**config.mk**
```make
export PLATFORM = sky130hd
export DESIGN_NAME = cfg_serial_port
export DESIGN_NICKNAME = d
export VERILOG_FILES = /design/src/rtl/cfg_port_pkg.sv /design/src/rtl/cfg_sclk_edge.sv /design/src/rtl/cfg_frame_rx.sv /design/src/rtl/cfg_reg_bank.sv /design/src/rtl/cfg_rdback_tx.sv /design/src/rtl/cfg_serial_port.sv
export SDC_FILE = /design/constraint.sdc
export NUM_CORES = 1
export LEC_CHECK = 0
export ABC_CLOCK_PERIOD_IN_PS = 2100
export CELL_PAD_IN_SITES_DETAIL_PLACEMENT = 0
export CELL_PAD_IN_SITES_GLOBAL_PLACEMENT = 1
export CORE_AREA = 3 3 136 138
export DETAILED_ROUTE_END_ITERATION = 16
export DIE_AREA = 0 0 139 141
export HOLD_SLACK_MARGIN = 0.03
export PLACE_DENSITY = 0.81
export REMOVE_ABC_BUFFERS = 1
export SYNTH_ARGS = -nofsm -noshare
export SYNTH_HDL_FRONTEND = slang
export SYNTH_SLANG_ARGS = --single-unit
```
**constraint.sdc**
```tcl
create_clock -name clk_i -period 2.1 [get_ports clk_i]
set_input_delay 0.21 -clock clk_i [delete_from_list [all_inputs] [get_ports clk_i]]
set_output_delay 0.21 -clock clk_i [all_outputs]
set_load 0.05 [all_outputs]
```
**src/rtl/cfg_port_pkg.sv**
```systemverilog
package cfg_port_pkg;
  localparam int CFG_DW   = 10;
  localparam int CFG_AW   = 5;
  localparam int CFG_NREG = 11;

  function automatic logic [CFG_DW-1:0] reg_mask(input int unsigned idx);
    case (idx)
      0:       return 10'h380;
      1, 7:    return 10'h3FF;
      2, 3:    return 10'h1FF;
      6, 10:   return 10'h0FF;
      8, 9:    return 10'h01F;
      default: return '0;
    endcase
  endfunction

  function automatic logic [CFG_DW-1:0] reg_default(input int unsigned idx);
    case (idx)
      0:       return 10'h380;
      6:       return 10'h040;
      9:       return 10'h010;
      default: return '0;
    endcase
  endfunction
endpackage

```
**src/rtl/cfg_sclk_edge.sv**
```systemverilog
module cfg_sclk_edge #(
  parameter int STAGES = 2
) (
  input  logic clk_i,
  input  logic rst_ni,
  input  logic sclk_i,
  input  logic sload_i,
  input  logic sdin_i,
  input  logic pol_i,
  output logic samp_o,
  output logic launch_o,
  output logic sload_o,
  output logic sdin_o
);
  logic [STAGES-1:0] sclk_q, sload_q, sdin_q;
  logic              sclk_d;
  logic              rise, fall;

  always_ff @(posedge clk_i or negedge rst_ni) begin
    if (!rst_ni) begin
      sclk_q  <= '0;
      sload_q <= '1;
      sdin_q  <= '0;
      sclk_d  <= 1'b0;
    end else begin
      sclk_q  <= {sclk_q[STAGES-2:0], sclk_i};
      sload_q <= {sload_q[STAGES-2:0], sload_i};
      sdin_q  <= {sdin_q[STAGES-2:0], sdin_i};
      sclk_d  <= sclk_q[STAGES-1];
    end
  end

  assign rise     = sclk_q[STAGES-1] & ~sclk_d;
  assign fall     = ~sclk_q[STAGES-1] & sclk_d;
  assign samp_o   = pol_i ? rise : fall;
  assign launch_o = pol_i ? fall : rise;
  assign sload_o  = sload_q[STAGES-1];
  assign sdin_o   = sdin_q[STAGES-1];
endmodule

```
**src/rtl/cfg_frame_rx.sv**
```systemverilog
module cfg_frame_rx #(
  parameter int FRAME_W = 16
) (
  input  logic               clk_i,
  input  logic               rst_ni,
  input  logic               samp_i,
  input  logic               sload_i,
  input  logic               sdin_i,
  output logic               valid_o,
  output logic [FRAME_W-1:0] frame_o
);
  localparam int CW = $clog2(FRAME_W);
  logic [CW-1:0] cnt_q;

  always_ff @(posedge clk_i or negedge rst_ni) begin
    if (!rst_ni) begin
      cnt_q   <= '0;
      valid_o <= 1'b0;
      frame_o <= '0;
    end else begin
      valid_o <= 1'b0;
      if (sload_i) begin
        cnt_q <= '0;  // abort partial frame
      end else if (samp_i) begin
        frame_o <= {frame_o[FRAME_W-2:0], sdin_i};
        if (cnt_q == CW'(FRAME_W-1)) begin
          cnt_q   <= '0;
          valid_o <= 1'b1;
        end else begin
          cnt_q <= cnt_q + 1'b1;
        end
      end
    end
  end
endmodule

```
**src/rtl/cfg_reg_bank.sv**
```systemverilog
module cfg_reg_bank
  import cfg_port_pkg::*;
#(
  parameter int DW   = CFG_DW,
  parameter int AW   = CFG_AW,
  parameter int NREG = CFG_NREG
) (
  input  logic               clk_i,
  input  logic               rst_ni,
  input  logic               wr_i,
  input  logic [AW-1:0]      addr_i,
  input  logic [DW-1:0]      data_i,
  output logic [DW-1:0]      rd_data_o,
  output logic [NREG*DW-1:0] cfg_o
);
  logic [DW-1:0] regs_q [NREG];
  logic          soft_rst;

  assign soft_rst = wr_i && (addr_i == '0) && data_i[0];

  for (genvar i = 0; i < NREG; i++) begin : g_reg
    localparam logic [DW-1:0] MASK = reg_mask(i);
    localparam logic [DW-1:0] DEF  = reg_default(i);
    always_ff @(posedge clk_i or negedge rst_ni) begin
      if (!rst_ni)                               regs_q[i] <= DEF;
      else if (soft_rst)                         regs_q[i] <= DEF;
      else if (wr_i && (addr_i == AW'(i)))       regs_q[i] <= data_i & MASK;
    end
    assign cfg_o[i*DW +: DW] = regs_q[i];
  end

  always_comb begin
    rd_data_o = '0;
    for (int i = 0; i < NREG; i++)
      if (addr_i == AW'(i)) rd_data_o = regs_q[i];
  end
endmodule

```
**src/rtl/cfg_rdback_tx.sv**
```systemverilog
module cfg_rdback_tx #(
  parameter int FRAME_W = 16,
  parameter int DW      = 10
) (
  input  logic          clk_i,
  input  logic          rst_ni,
  input  logic          load_i,
  input  logic [DW-1:0] load_data_i,
  input  logic          samp_i,
  input  logic          launch_i,
  input  logic          sload_i,
  output logic          sdo_o
);
  localparam int LW = $clog2(FRAME_W+1);
  logic [FRAME_W-1:0] pend_q, shift_q;
  logic               pend_v_q, act_q;
  logic [LW-1:0]      left_q;

  always_ff @(posedge clk_i or negedge rst_ni) begin
    if (!rst_ni) begin
      pend_q   <= '0;
      shift_q  <= '0;
      pend_v_q <= 1'b0;
      act_q    <= 1'b0;
      left_q   <= '0;
      sdo_o    <= 1'b0;
    end else begin
      if (sload_i) begin
        act_q <= 1'b0;
        sdo_o <= 1'b0;
      end else if (samp_i && pend_v_q && (!act_q || left_q == '0)) begin
        // slot boundary: pending word takes over the shifter
        shift_q  <= pend_q;
        left_q   <= LW'(FRAME_W);
        act_q    <= 1'b1;
        pend_v_q <= 1'b0;
      end else if (launch_i && act_q) begin
        if (left_q != '0) begin
          sdo_o   <= shift_q[FRAME_W-1];
          shift_q <= {shift_q[FRAME_W-2:0], 1'b0};
          left_q  <= left_q - 1'b1;
        end else begin
          act_q <= 1'b0;
          sdo_o <= 1'b0;
        end
      end
      if (load_i) begin
        pend_q   <= {{(FRAME_W-DW){1'b0}}, load_data_i};
        pend_v_q <= 1'b1;
      end
    end
  end
endmodule

```
**src/rtl/cfg_serial_port.sv**
```systemverilog
module cfg_serial_port
  import cfg_port_pkg::*;
#(
  parameter int DATA_W      = CFG_DW,
  parameter int ADDR_W      = CFG_AW,
  parameter int NUM_REGS    = CFG_NREG,
  parameter int SYNC_STAGES = 2
) (
  input  logic                     clk_i,
  input  logic                     rst_ni,
  input  logic                     sclk_i,
  input  logic                     sload_i,
  input  logic                     sdin_i,
  input  logic                     sclk_pol_i,
  output logic                     sdo_o,
  output logic [NUM_REGS*DATA_W-1:0] cfg_o
);
  localparam int FRAME_W = 1 + ADDR_W + DATA_W;

  logic               samp_p, launch_p, sload_s, sdin_s;
  logic               frm_valid;
  logic [FRAME_W-1:0] frm_q;
  logic               frm_rd;
  logic [ADDR_W-1:0]  frm_addr;
  logic [DATA_W-1:0]  frm_data, rd_data;

  cfg_sclk_edge #(.STAGES(SYNC_STAGES)) i_edge (
    .clk_i, .rst_ni, .sclk_i, .sload_i, .sdin_i,
    .pol_i(sclk_pol_i), .samp_o(samp_p), .launch_o(launch_p),
    .sload_o(sload_s), .sdin_o(sdin_s)
  );

  cfg_frame_rx #(.FRAME_W(FRAME_W)) i_rx (
    .clk_i, .rst_ni, .samp_i(samp_p), .sload_i(sload_s), .sdin_i(sdin_s),
    .valid_o(frm_valid), .frame_o(frm_q)
  );

  assign frm_rd   = frm_q[FRAME_W-1];
  assign frm_addr = frm_q[FRAME_W-2 -: ADDR_W];
  assign frm_data = frm_q[DATA_W-1:0];

  cfg_reg_bank #(.DW(DATA_W), .AW(ADDR_W), .NREG(NUM_REGS)) i_bank (
    .clk_i, .rst_ni, .wr_i(frm_valid && !frm_rd), .addr_i(frm_addr),
    .data_i(frm_data), .rd_data_o(rd_data), .cfg_o
  );

  cfg_rdback_tx #(.FRAME_W(FRAME_W), .DW(DATA_W)) i_tx (
    .clk_i, .rst_ni, .load_i(frm_valid && frm_rd), .load_data_i(rd_data),
    .samp_i(samp_p), .launch_i(launch_p), .sload_i(sload_s), .sdo_o
  );
endmodule

```
==> key figures, run 1 <==
Synth
  • Synth top area cells: dfrtp_1 (48%), mux2i_1 (9.1%), mux2_2 (6.7%), buf_4 (5.1%), nor2_1 (4.4%)
  • Mapped Cells: 582
  • Area leader, netlist: dfrtp_1
  • Synth unique cells: 58
  • Async SR Flop Fraction: 1.00
  • Top cell type's share of synthesized area: 0.480
  • Number of enable flip-flop cells after synthesis: 0
  • Synth top cells by count: dfrtp_1 (122), nor2_1 (74), mux2i_1 (58)
  • Post-Syn Area: 0.00636 sq mm
  • Post-synthesis sequential area ratio: 0.509
  • Syn avg cell area: 10.9 sq um
  • Most frequent cell after synthesis: dfrtp_1
  • Synth Register Bits: 129
  • Ys flop type: dfrtp_1
  • Synth Warn #: 0

Place
  • Port Buffers: 73
  • Placer's final routability congestion estimate: 0.884
  • HPWL after DPL: 11.2 mm

Detailed routing
  • Via Count: 4677
  • Avg WL per Cell: 17.5 um
  • Post-Route WL: 16.1 mm
  • DRC errors left: 0
  • ANT nets after route: 0
  • Vias per Instance: 5.11
  • Detailed Routing Iterations Pass 1: 5
  • First DRT Iteration DRCs: 308

Critical path
  • Reg2Reg Capture Point: i_tx.shift_q[4]
  • Req. time, crit path: 2390 ps
  • Worst EP arrival: 2380 ps
  • CP max FO: 5
  • Setup crit end kind: flip-flop
  • Reg2reg start: i_tx.left_q[1]
  • WS Path Type: reg -> reg
  • Critical Path Start Type: flip-flop
  • R2R setup slack: 20 ps
  • R2R cell count: 6

Final layout
  • Share of layout cells above drive strength 1: 0.211
  • Diodes inserted: 0
  • # fillers: 1589
  • Fin util: 0.468
  • NumNets Final: 686
  • Syn-to-layout area delta: 27.3%

Global route
  • First-pass GRT wire length: 25.6 mm
  • Remaining Overflow, GRT: 0
  • Pin count of the biggest net entering global routing: 55
  • GR Util All Layers: 0.164
  • Vias in the first global route: 4758
  • Initial antenna violation count: 0

Min path
  • Hold depth: 1
  • Min-delay src: sload_i
  • Worst min path class: in -> reg
  • Hold Path End: i_edge.sload_q[0]

Floorplanning
  • Die footprint: 0.0196 sq mm
  • Rows: 48
  • Top Ports: 117
  • Die X: 139 um
  • Std-Cell Core Area: 0.0173 sq mm
  • Die Y: 141 um
  • Initial core utilization: 0.368

Clocking
  • Worst skew pair latency: 410 ps
  • CTS tree: yes
  • H-Tree Depth: 4
  • Clock transition at path regs: 60 ps
  • CTS Buf Count: 17
  • Root buffer cell: clkbuf_16
  • Clock Path Buffers: 2
  • Clk sinks: 129

STA
  • Max Slew Vio Count: 0
  • Worst hold slack: 208 ps
  • Worst-Margin Slew: 574 ps
  • Fin. Hold Viols: 0
  • Endpoints failing setup: 0
  • Worst Clk Skew: 12.0 ps
  • Tcrit/Tclk final: 0.992
  • Max Fclk: 0.480 GHz
  • Slew margin rel.: 0.616
  • Fin crit period: 2080 ps
  • Fin Setup TNS: 0 ps
  • Unrepaired setup endpoints after global routing: yes

Power and ir drop
  • P per Cell Area: 815 mW/mm^2
  • Maximum vdd drop: 0.521 mV
  • Leakage: 0.00391 uW

Outcome
  • Outcome: finished clean

Run
  • Max_cap viols: 0
==> worst max-delay path, stage by stage, from the launching register on <==
cell and delay (ps):
dfrtp_1 370, inv_1 70, ha_2 180, or4b_4 470
o2111a_1 210, a21oi_2 290, mux2_2 370
==> sequential cells by signal, indices dropped and copies added (netlist names) <==
name            cells
i_bank.cfg_o       67
i_edge.sclk_d       1
i_edge.sclk_q       2
i_edge.sdin_q       2
i_edge.sload_q      2
i_rx.cnt_q          4
i_rx.frame_o       16
i_rx.valid_o        1
i_tx.act_q          1
i_tx.left_q         5
i_tx.pend_q        10
i_tx.pend_v_q       1
i_tx.sdo_o          1
i_tx.shift_q       16
==> power breakdown <==
group | leakage (uW) | switching (uW) | internal [uW]
combinational | 0.00186 | 370 | 184
clock | 0.000306 | 1090 | 2140
sequential | 0.00175 | 237 | 2580
==> metrics by stage <==
stage / setup WS [ps] / cells / instance area, sq um / power (uW)
CTS: -3.53 / 911 / 8040 / 6650
global route: -37.9 / 916 / 8090 / 6850
floorplan: -1450 / 542 / 6010 / 3150
global placement: -33.8 / 877 / 7360 / 3390
detailed placement: -112 / 877 / 7360 / 3410
finish: 17.6 / 916 / 8090 / 6600
==> timing repair <==
item,4_1_cts,5_1_grt
buffers inserted,1,4
pin swaps,2,3
hold buffers,1,0
setup endpoints to repair,9,16
gates cloned,0,1
hold endpoints to repair,30,0
gates resized for setup,1,6
==> layout make-up <==
class / instances / area (sq um) / area share
clock inverter: 13 / 208 / 0.0257
multi-input combinational: 408 / 2790 / 0.344
clock buffer: 19 / 443 / 0.0547
sequential: 129 / 3240 / 0.400
timing repair buffer: 116 / 1110 / 0.138
tap: 225 / 282 / 0.0348
inverter: 6 / 22.5 / 0.00278
==> cell usage in the layout (no fill, tap or decap), types with 3 or more instances in the layout <==
cell | netlist | final
dfrtp_1 | 122 | 122
nor2_1 | 74 | 73
clkdlybuf4s50_1 | 0 | 72
mux2i_1 | 58 | 58
conb_1 | 1 | 43
mux2_2 | 38 | 37
buf_4 | 43 | 36
a21oi_1 | 32 | 32
nand2_1 | 27 | 27
clkbuf_16 | 0 | 17
nand3_1 | 15 | 15
o21ai_0 | 12 | 12
a22oi_1 | 10 | 10
o221ai_1 | 10 | 10
dfstp_2 | 7 | 7
nand2b_1 | 6 | 6
a22o_2 | 6 | 6
or2_2 | 6 | 6
and3b_1 | 5 | 5
inv_1 | 6 | 5
nor3_1 | 7 | 5
o22a_1 | 5 | 5
bufinv_16 | 0 | 5
nor3b_1 | 4 | 4
nor2b_1 | 4 | 4
clkinvlp_4 | 0 | 4
buf_12 | 0 | 4
and2_1 | 3 | 3
buf_6 | 1 | 3
==> worst max-delay path by stage <==
| stage | from | end | slack (ps) | cells past startpoint |
|---|---|---|---|---|
| after CTS | i_tx.left_q[0] | i_tx.shift_q[3] | -4 | 6 |
| after floorplan | i_rx.frame_o[15] | i_bank.cfg_o[10] | -1450 | 4 |
| after global routing | i_tx.left_q[1] | i_tx.shift_q[1] | -40 | 6 |
| final | i_tx.left_q[1] | i_tx.shift_q[4] | 20 | 6 |
| after detailed placement | i_tx.left_q[0] | i_tx.shift_q[6] | -110 | 6 |
| after global placement | i_tx.left_q[0] | i_tx.shift_q[3] | -30 | 6 |
==> metal layers <==
metal  track usage  vias up  routed length [um]
met1         0.204     2356                6880
met2         0.283      132                8220
li1              -     2170                   -
met4        0.0536        0                 195
met5             0        -                   0
met3        0.0397       19                 758
==> logic make-up after synthesis <==
group	count (synthesis)	share of synthesized area
AOI/OAI and AO/OA	97	0.109
xor gates and xnor gates	1	0.00138
adders and majority gates	2	0.00394
muxes	99	0.168
DFF	129	0.509
other	1	0.000590
and+or+nand+nor	165	0.125
buffers and inverters	88	0.0833
Note: power is estimated with default switching activity, not from simulation.
==> run 2: changes to the inputs <==
GPL_TIMING_DRIVEN = 0   (was default)
==> key figures, run 2 (synthesis gave the netlist of run 1 again) <==
Outcome
  • Outcome: finished with violations
  • Failing checks: setup timing

Clocking
  • Clock Path Buffers: 2 (unchanged)
  • CTS tree: yes
  • Root buffer cell: clkbuf_16
  • Clk sinks: 129 (unchanged)
  • H-Tree Depth: 4 (unchanged)
  • CTS Buf Count: 17 (unchanged)
  • Worst skew pair latency: 420 ps (about the same)
  • Clock transition at path regs: 60 ps (about the same)

Power and ir drop
  • Total power: 6270 uW (-4.9%)
  • Internal power: 4500 uW (-8.1%)
  • Leakage: 0.00380 uW (-2.9%)
  • Maximum vdd drop: 0.522 mV (+0.19%)
  • Register share of total power: 0.458 (+0.031)
  • Sw Ratio: 0.282 (+0.0249)
  • Logic pwr share: 0.080 (-0.004)
  • Clock Power Share: 0.462 (-0.027)
  • Net switching power: 1770 uW (+4.3%)
  • P per Cell Area: 781 mW/mm^2 (-4.1%)

Final layout
  • Storage cell area: 0.00325 sq mm (+0.31%)
  • Commonest non-fill, non-tap cells in the layout: dfrtp_1 (118), nor2_1 (73), clkdlybuf4s50_1 (72)
  • Multi-input logic area: 0.00292 sq mm (+4.6%)
  • Syn-to-layout area delta: 26.3%
  • Fin util: 0.464 (-0.00383)
  • Largest register FFs: 67 (unchanged)
  • Finished Layout Cells: 895 (-2.3%)
  • NumNets Final: 665 (-3.1%)
  • Share of layout cells above drive strength 1: 0.213 (+0.00214)
  • Commonest non-fill, non-tap cell in the layout: dfrtp_1
  • Diodes inserted: 0 (unchanged)
  • # fillers: 1556 (-2.1%)

STA
  • Fin. Hold Viols: 0 (unchanged)
  • Unrepaired setup endpoints after global routing: yes
  • Max Fclk: 0.469 GHz (-2.3%)
  • Fin Setup TNS: -153 ps (-153 ps)
  • Max Slew Vio Count: 0 (unchanged)
  • Slew margin rel.: 0.609 (-0.00758)
  • Endpoints failing setup: 7 (+7)
  • Tcrit/Tclk final: 1.01 (+0.0234)
  • Final setup margin: -31.5 ps (-49.1 ps)
  • Fin crit period: 2130 ps (+49.1 ps)
  • Worst-Margin Slew: 586 ps (+11.8 ps)
  • Worst Clk Skew: 7.09 ps (-4.93 ps)

Critical path
  • CP bufs+invs: 2 (+1)
  • Critical Path Start Type: flip-flop
  • R2R setup slack: -30 ps (-50 ps)
  • Setup crit end kind: flip-flop
  • Top delay family on crit path: simple AND/OR/NAND/NOR gates
  • CP max FO: 9 (+4)
  • Slowest CP cell: or4b_4
  • Req. time, crit path: 2400 ps (about the same)
  • Critical path cell sequence: inv_1, ha_2, or4b_4, o2111a_2, a21oi_4, buf_12, mux2_2
  • CP max stage delay: 520 ps (+50 ps)
  • WS Path Type: reg -> reg
  • Worst EP arrival: 2430 ps (+50 ps)

Floorplanning
  • Die Y: 141 um (unchanged)
  • Rows: 48 (unchanged)
  • Std-Cell Core Area: 0.0173 sq mm (unchanged)
  • Die X: 139 um (unchanged)
  • Initial core utilization: 0.368 (unchanged)
  • Top Ports: 117 (unchanged)
  • Die footprint: 0.0196 sq mm (unchanged)

Detailed routing
  • Avg WL per Cell: 18.3 um (+4.4%)
  • Detailed Routing Iterations Pass 1: 5 (unchanged)
  • Vias per Instance: 5.19 (+1.7%)
  • DRC errors left: 0 (unchanged)
  • ANT nets after route: 0 (unchanged)
  • Post-Route WL: 16.4 mm (+2.0%)
  • Via Count: 4649 (-0.60%)
  • First DRT Iteration DRCs: 352 (+14%)

Place
  • Pre-CTS setup slack: -1470 ps (-1360 ps)
  • HPWL after DPL: 10.8 mm (-3.8%)
  • Placer's final routability congestion estimate: 0.859 (-2.9%)
  • Port Buffers: 73 (unchanged)
  • # placed instances: 844 (-3.8%)

Global route
  • First-pass GRT wire length: 25.7 mm (+0.51%)
  • GR Util All Layers: 0.166 (+0.00182)
  • Initial antenna violation count: 0 (unchanged)
  • Remaining Overflow, GRT: 0 (unchanged)
  • Vias in the first global route: 4667 (-1.9%)
  • Pin count of the biggest net entering global routing: 72 (+31%)

Run
  • Max_cap viols: 0 (unchanged)

Min path
  • Worst min path class: in -> reg
[run 2: cell types whose count changed in the layout (fill, tap and decap cells not counted), sizes merged]
cell	change
buf	-22
bufinv	-3
inv	+3
clkbuf	-2
clkinvlp	+2
nor2	+2
a21oi	-1
[run 2: stage by stage]
step | instance area (sq um) | hold slack [ps]
after global placement | 7020 | 335
after detailed placement | 7120 | 226
after CTS | 7990 | 189
after floorplan | 6010 | -85.6
after global routing | 8030 | 195
final | 8030 | 205
[run 2: worst paths after layout]
path / endpoint / start / depth (start not counted)
max: i_tx.shift_q[6] / i_tx.left_q[1] / 7
min: i_edge.sload_q[0] / sload_i / 1
max reg2reg: i_tx.shift_q[6] / i_tx.left_q[1] / 7
min reg2reg: i_edge.sdin_q[1] / i_edge.sdin_q[0] / 0
max in group asynchronous: i_rx.frame_o[11] / rst_ni / 3
min in group asynchronous: i_tx.shift_q[11] / rst_ni / 2
[run 2: cell type report]
class / instances / area share
sequential: 129 / 0.404
multi-input combinational: 409 / 0.363
timing repair buffer: 94 / 0.122
clock buffer: 17 / 0.0530
tap: 225 / 0.0351
clock inverter: 15 / 0.0198
inverter: 6 / 0.00281
[run 2: worst register-to-register path: stages (launching register included)]
cell and delay (ps):
dfrtp_1 410, inv_1 80, ha_2 180, or4b_4 520
o2111a_2 190, a21oi_4 170, buf_12 150, mux2_2 330
[run 2: power by group through the flow]
stage | Combinational (uW) | Sequential (uW) | Clock, uW
2_1_floorplan | 357 | 2790 | 0
3_3_place_gp | 439 | 2900 | 0
3_5_place_dp | 456 | 2910 | 0
4_1_cts | 478 | 2880 | 2940
5_1_grt | 537 | 2900 | 3100
6_report | 502 | 2880 | 2900
[run 2: routing by layer]
metal	vias up	GRT usage	wire [um]
met5	-	0	0
met4	0	0.0510	299
met3	24	0.0414	872
met2	165	0.283	8350
met1	2330	0.209	6850
li1	2130	-	-
[run 2: what timing repair did]
action	4_1_cts	5_1_grt
endpoints found under the setup margin	117	50
cloned	2	0
hold buffers	1	0
pin swaps	5	2
endpoints found under the hold margin	56	0
buffers inserted	13	3
gates resized for setup	34	4
==> run 3: changes to the inputs <==
CAP_MARGIN = 20   (was default)
==> key figures, run 3 (synthesis gave the netlist of run 1 again) <==
Floorplanning
  • Std-Cell Core Area: 0.0173 sq mm (unchanged)
  • Rows: 48 (unchanged)
  • Initial core utilization: 0.368 (unchanged)
  • Die Y: 141 um (unchanged)
  • Top Ports: 117 (unchanged)
  • Die X: 139 um (unchanged)
  • Die footprint: 0.0196 sq mm (unchanged)

Critical path
  • Req. time, crit path: 2390 ps (about the same)
  • CP max FO: 6 (-3)
  • Slowest CP cell: or4b_4
  • WS Path Type: reg -> reg
  • Reg2reg start: i_tx.left_q[1]
  • R2R cell count: 7 (unchanged)
  • Top delay family on crit path: simple AND/OR/NAND/NOR gates
  • R2R setup slack: -5 ps (+30 ps)
  • Setup crit end kind: flip-flop
  • Critical Path Start Type: flip-flop
  • Reg2Reg Capture Point: i_tx.shift_q[5]
  • CP bufs+invs: 2 (unchanged)
  • Critical path cell sequence: inv_1, ha_2, or4b_4, o2111a_2, a21oi_4, buf_6, mux2_2
  • Critical Path Source: i_tx.left_q[1]
  • CP max stage delay: 520 ps (about the same)
  • Worst EP arrival: 2400 ps (-30 ps)

Detailed routing
  • Via Count: 4656 (+0.15%)
  • ANT nets after route: 0 (unchanged)
  • Post-Route WL: 16.4 mm (+0.21%)
  • Avg WL per Cell: 18.3 um (+0.21%)
  • First DRT Iteration DRCs: 343 (-2.6%)
  • Detailed Routing Iterations Pass 1: 5 (unchanged)
  • Vias per Instance: 5.20 (+0.15%)
  • DRC errors left: 0 (unchanged)

Global route
  • GR Util All Layers: 0.167 (+0.00125)
  • Vias in the first global route: 4770 (+2.2%)
  • Initial antenna violation count: 0 (unchanged)
  • Pin count of the biggest net entering global routing: 72 (unchanged)
  • Remaining Overflow, GRT: 0 (unchanged)
  • First-pass GRT wire length: 26.1 mm (+1.3%)

STA
  • Worst-Margin Slew: 585 ps (-0.578 ps)
  • Max Slew Vio Count: 0 (unchanged)
  • Fin crit period: 2110 ps (-26.4 ps)
  • Max Fclk: 0.475 GHz (+1.3%)
  • Final setup margin: -5.01 ps (+26.4 ps)
  • Endpoints failing setup: 2 (-5)
  • Worst Clk Skew: 6.11 ps (-0.978 ps)
  • Tcrit/Tclk final: 1.00 (-0.0126)
  • Fin. Hold Viols: 0 (unchanged)
  • Unrepaired setup endpoints after global routing: yes
  • Slew margin rel.: 0.609 (about the same)

Power and ir drop
  • P per Cell Area: 796 mW/mm^2 (+1.9%)
  • Leakage: 0.00383 uW (+0.67%)
  • Maximum vdd drop: 0.565 mV (+8.2%)

Clocking
  • CTS Buf Count: 17 (unchanged)
  • CTS tree: yes
  • Clock Path Buffers: 2 (unchanged)
  • H-Tree Depth: 4 (unchanged)
  • Worst skew pair latency: 410 ps (about the same)
  • Clk sinks: 129 (unchanged)
  • Root buffer cell: clkbuf_16
  • Clock transition at path regs: 50 ps (about the same)

Place
  • HPWL after DPL: 10.8 mm (+0.62%)
  • Port Buffers: 73 (unchanged)
  • Placer's final routability congestion estimate: 0.859 (unchanged)
  • Pre-CTS setup slack: -1020 ps (+449 ps)

Final layout
  • Fin util: 0.465 (+0.000941)
  • NumNets Final: 665 (unchanged)
  • Diodes inserted: 0 (unchanged)
  • Share of layout cells above drive strength 1: 0.209 (-0.00448)
  • Syn-to-layout area delta: 26.5%
  • Commonest non-fill, non-tap cells in the layout: dfrtp_1 (118), nor2_1 (73), clkdlybuf4s50_1 (72)
  • Largest register FFs: 67 (unchanged)
  • Commonest non-fill, non-tap cell in the layout: dfrtp_1

Min path
  • Hold Path End: i_edge.sload_q[0]
  • Worst min path class: in -> reg
  • Min-delay src: sload_i
  • Hold depth: 1 (unchanged)

Run
  • Max_cap viols: 0 (unchanged)

Outcome
  • Failing checks: setup timing
  • Outcome: finished with violations
## run 3: through the flow
| stage | total power [uW] | instances | hold slack [ps] | TNS, ps | cell area (sq um) |
|---|---|---|---|---|---|
| after floorplan | 3150 | 542 | -85.6 | -90520 | 6010 |
| after global placement | 3340 | 840 | 335 | -736350 | 7020 |
| after detailed placement | 3390 | 845 | 221 | -84430 | 7140 |
| after CTS | 6450 | 893 | 194 | 0 | 8000 |
| after global routing | 6640 | 895 | 207 | -282 | 8040 |
| final | 6400 | 895 | 211 | -8.97 | 8040 |
## run 3: area by class of cell
type / count / area [sq um]
fill: 1568 / 9250
sequential: 129 / 3240
multi-input combinational: 409 / 2920
timing repair buffer: 94 / 971
clock buffer: 23 / 478
tap: 225 / 282
clock inverter: 9 / 130
inverter: 6 / 22.5
## run 3: worst max path at each step
| stage | endpoint | slack (ps) | depth (start not counted) |
|---|---|---|---|
| 4_1_cts | i_tx.pend_q[1] | 2 | 4 |
| 2_1_floorplan | i_bank.cfg_o[10] | -1450 | 4 |
| 6_report | i_tx.shift_q[5] | -5 | 7 |
| 3_5_place_dp | i_bank.cfg_o[10] | -1020 | 4 |
| 5_1_grt | i_tx.shift_q[3] | -40 | 7 |
| 3_3_place_gp | i_bank.cfg_o[11] | -4100 | 1 |
## run 3: timing repair
| action | 4_1_cts | 5_1_grt |
|---|---|---|
| resized for setup | 30 | 8 |
| setup buffers | 13 | 2 |
| cloned | 2 | 0 |
| hold buffers | 1 | 0 |
| setup endpoints to repair | 115 | 35 |
| endpoints found under the hold margin | 56 | 0 |
| pin swaps | 4 | 4 |
## run 3: worst reg2reg max path, stage by stage (launching register included)
cell and delay (ps):
dfrtp_1 380, inv_1 70, ha_2 190, or4b_4 520, o2111a_2 190, a21oi_4 160, buf_6 150, mux2_2 330
## run 3: report_power, final
group	switching [uW]	internal (uW)
Combinational	348	176
Sequential	277	2580
Clock	1060	1960
Total	1690	4720
## run 3: routing by layer
layer | track usage | wire length [um] | up-vias
li1 | - | - | 2133
met3 | 0.0329 | 818 | 23
met1 | 0.210 | 6960 | 2337
met2 | 0.292 | 8380 | 163
met5 | 0 | 0 | -
met4 | 0.0536 | 251 | 0
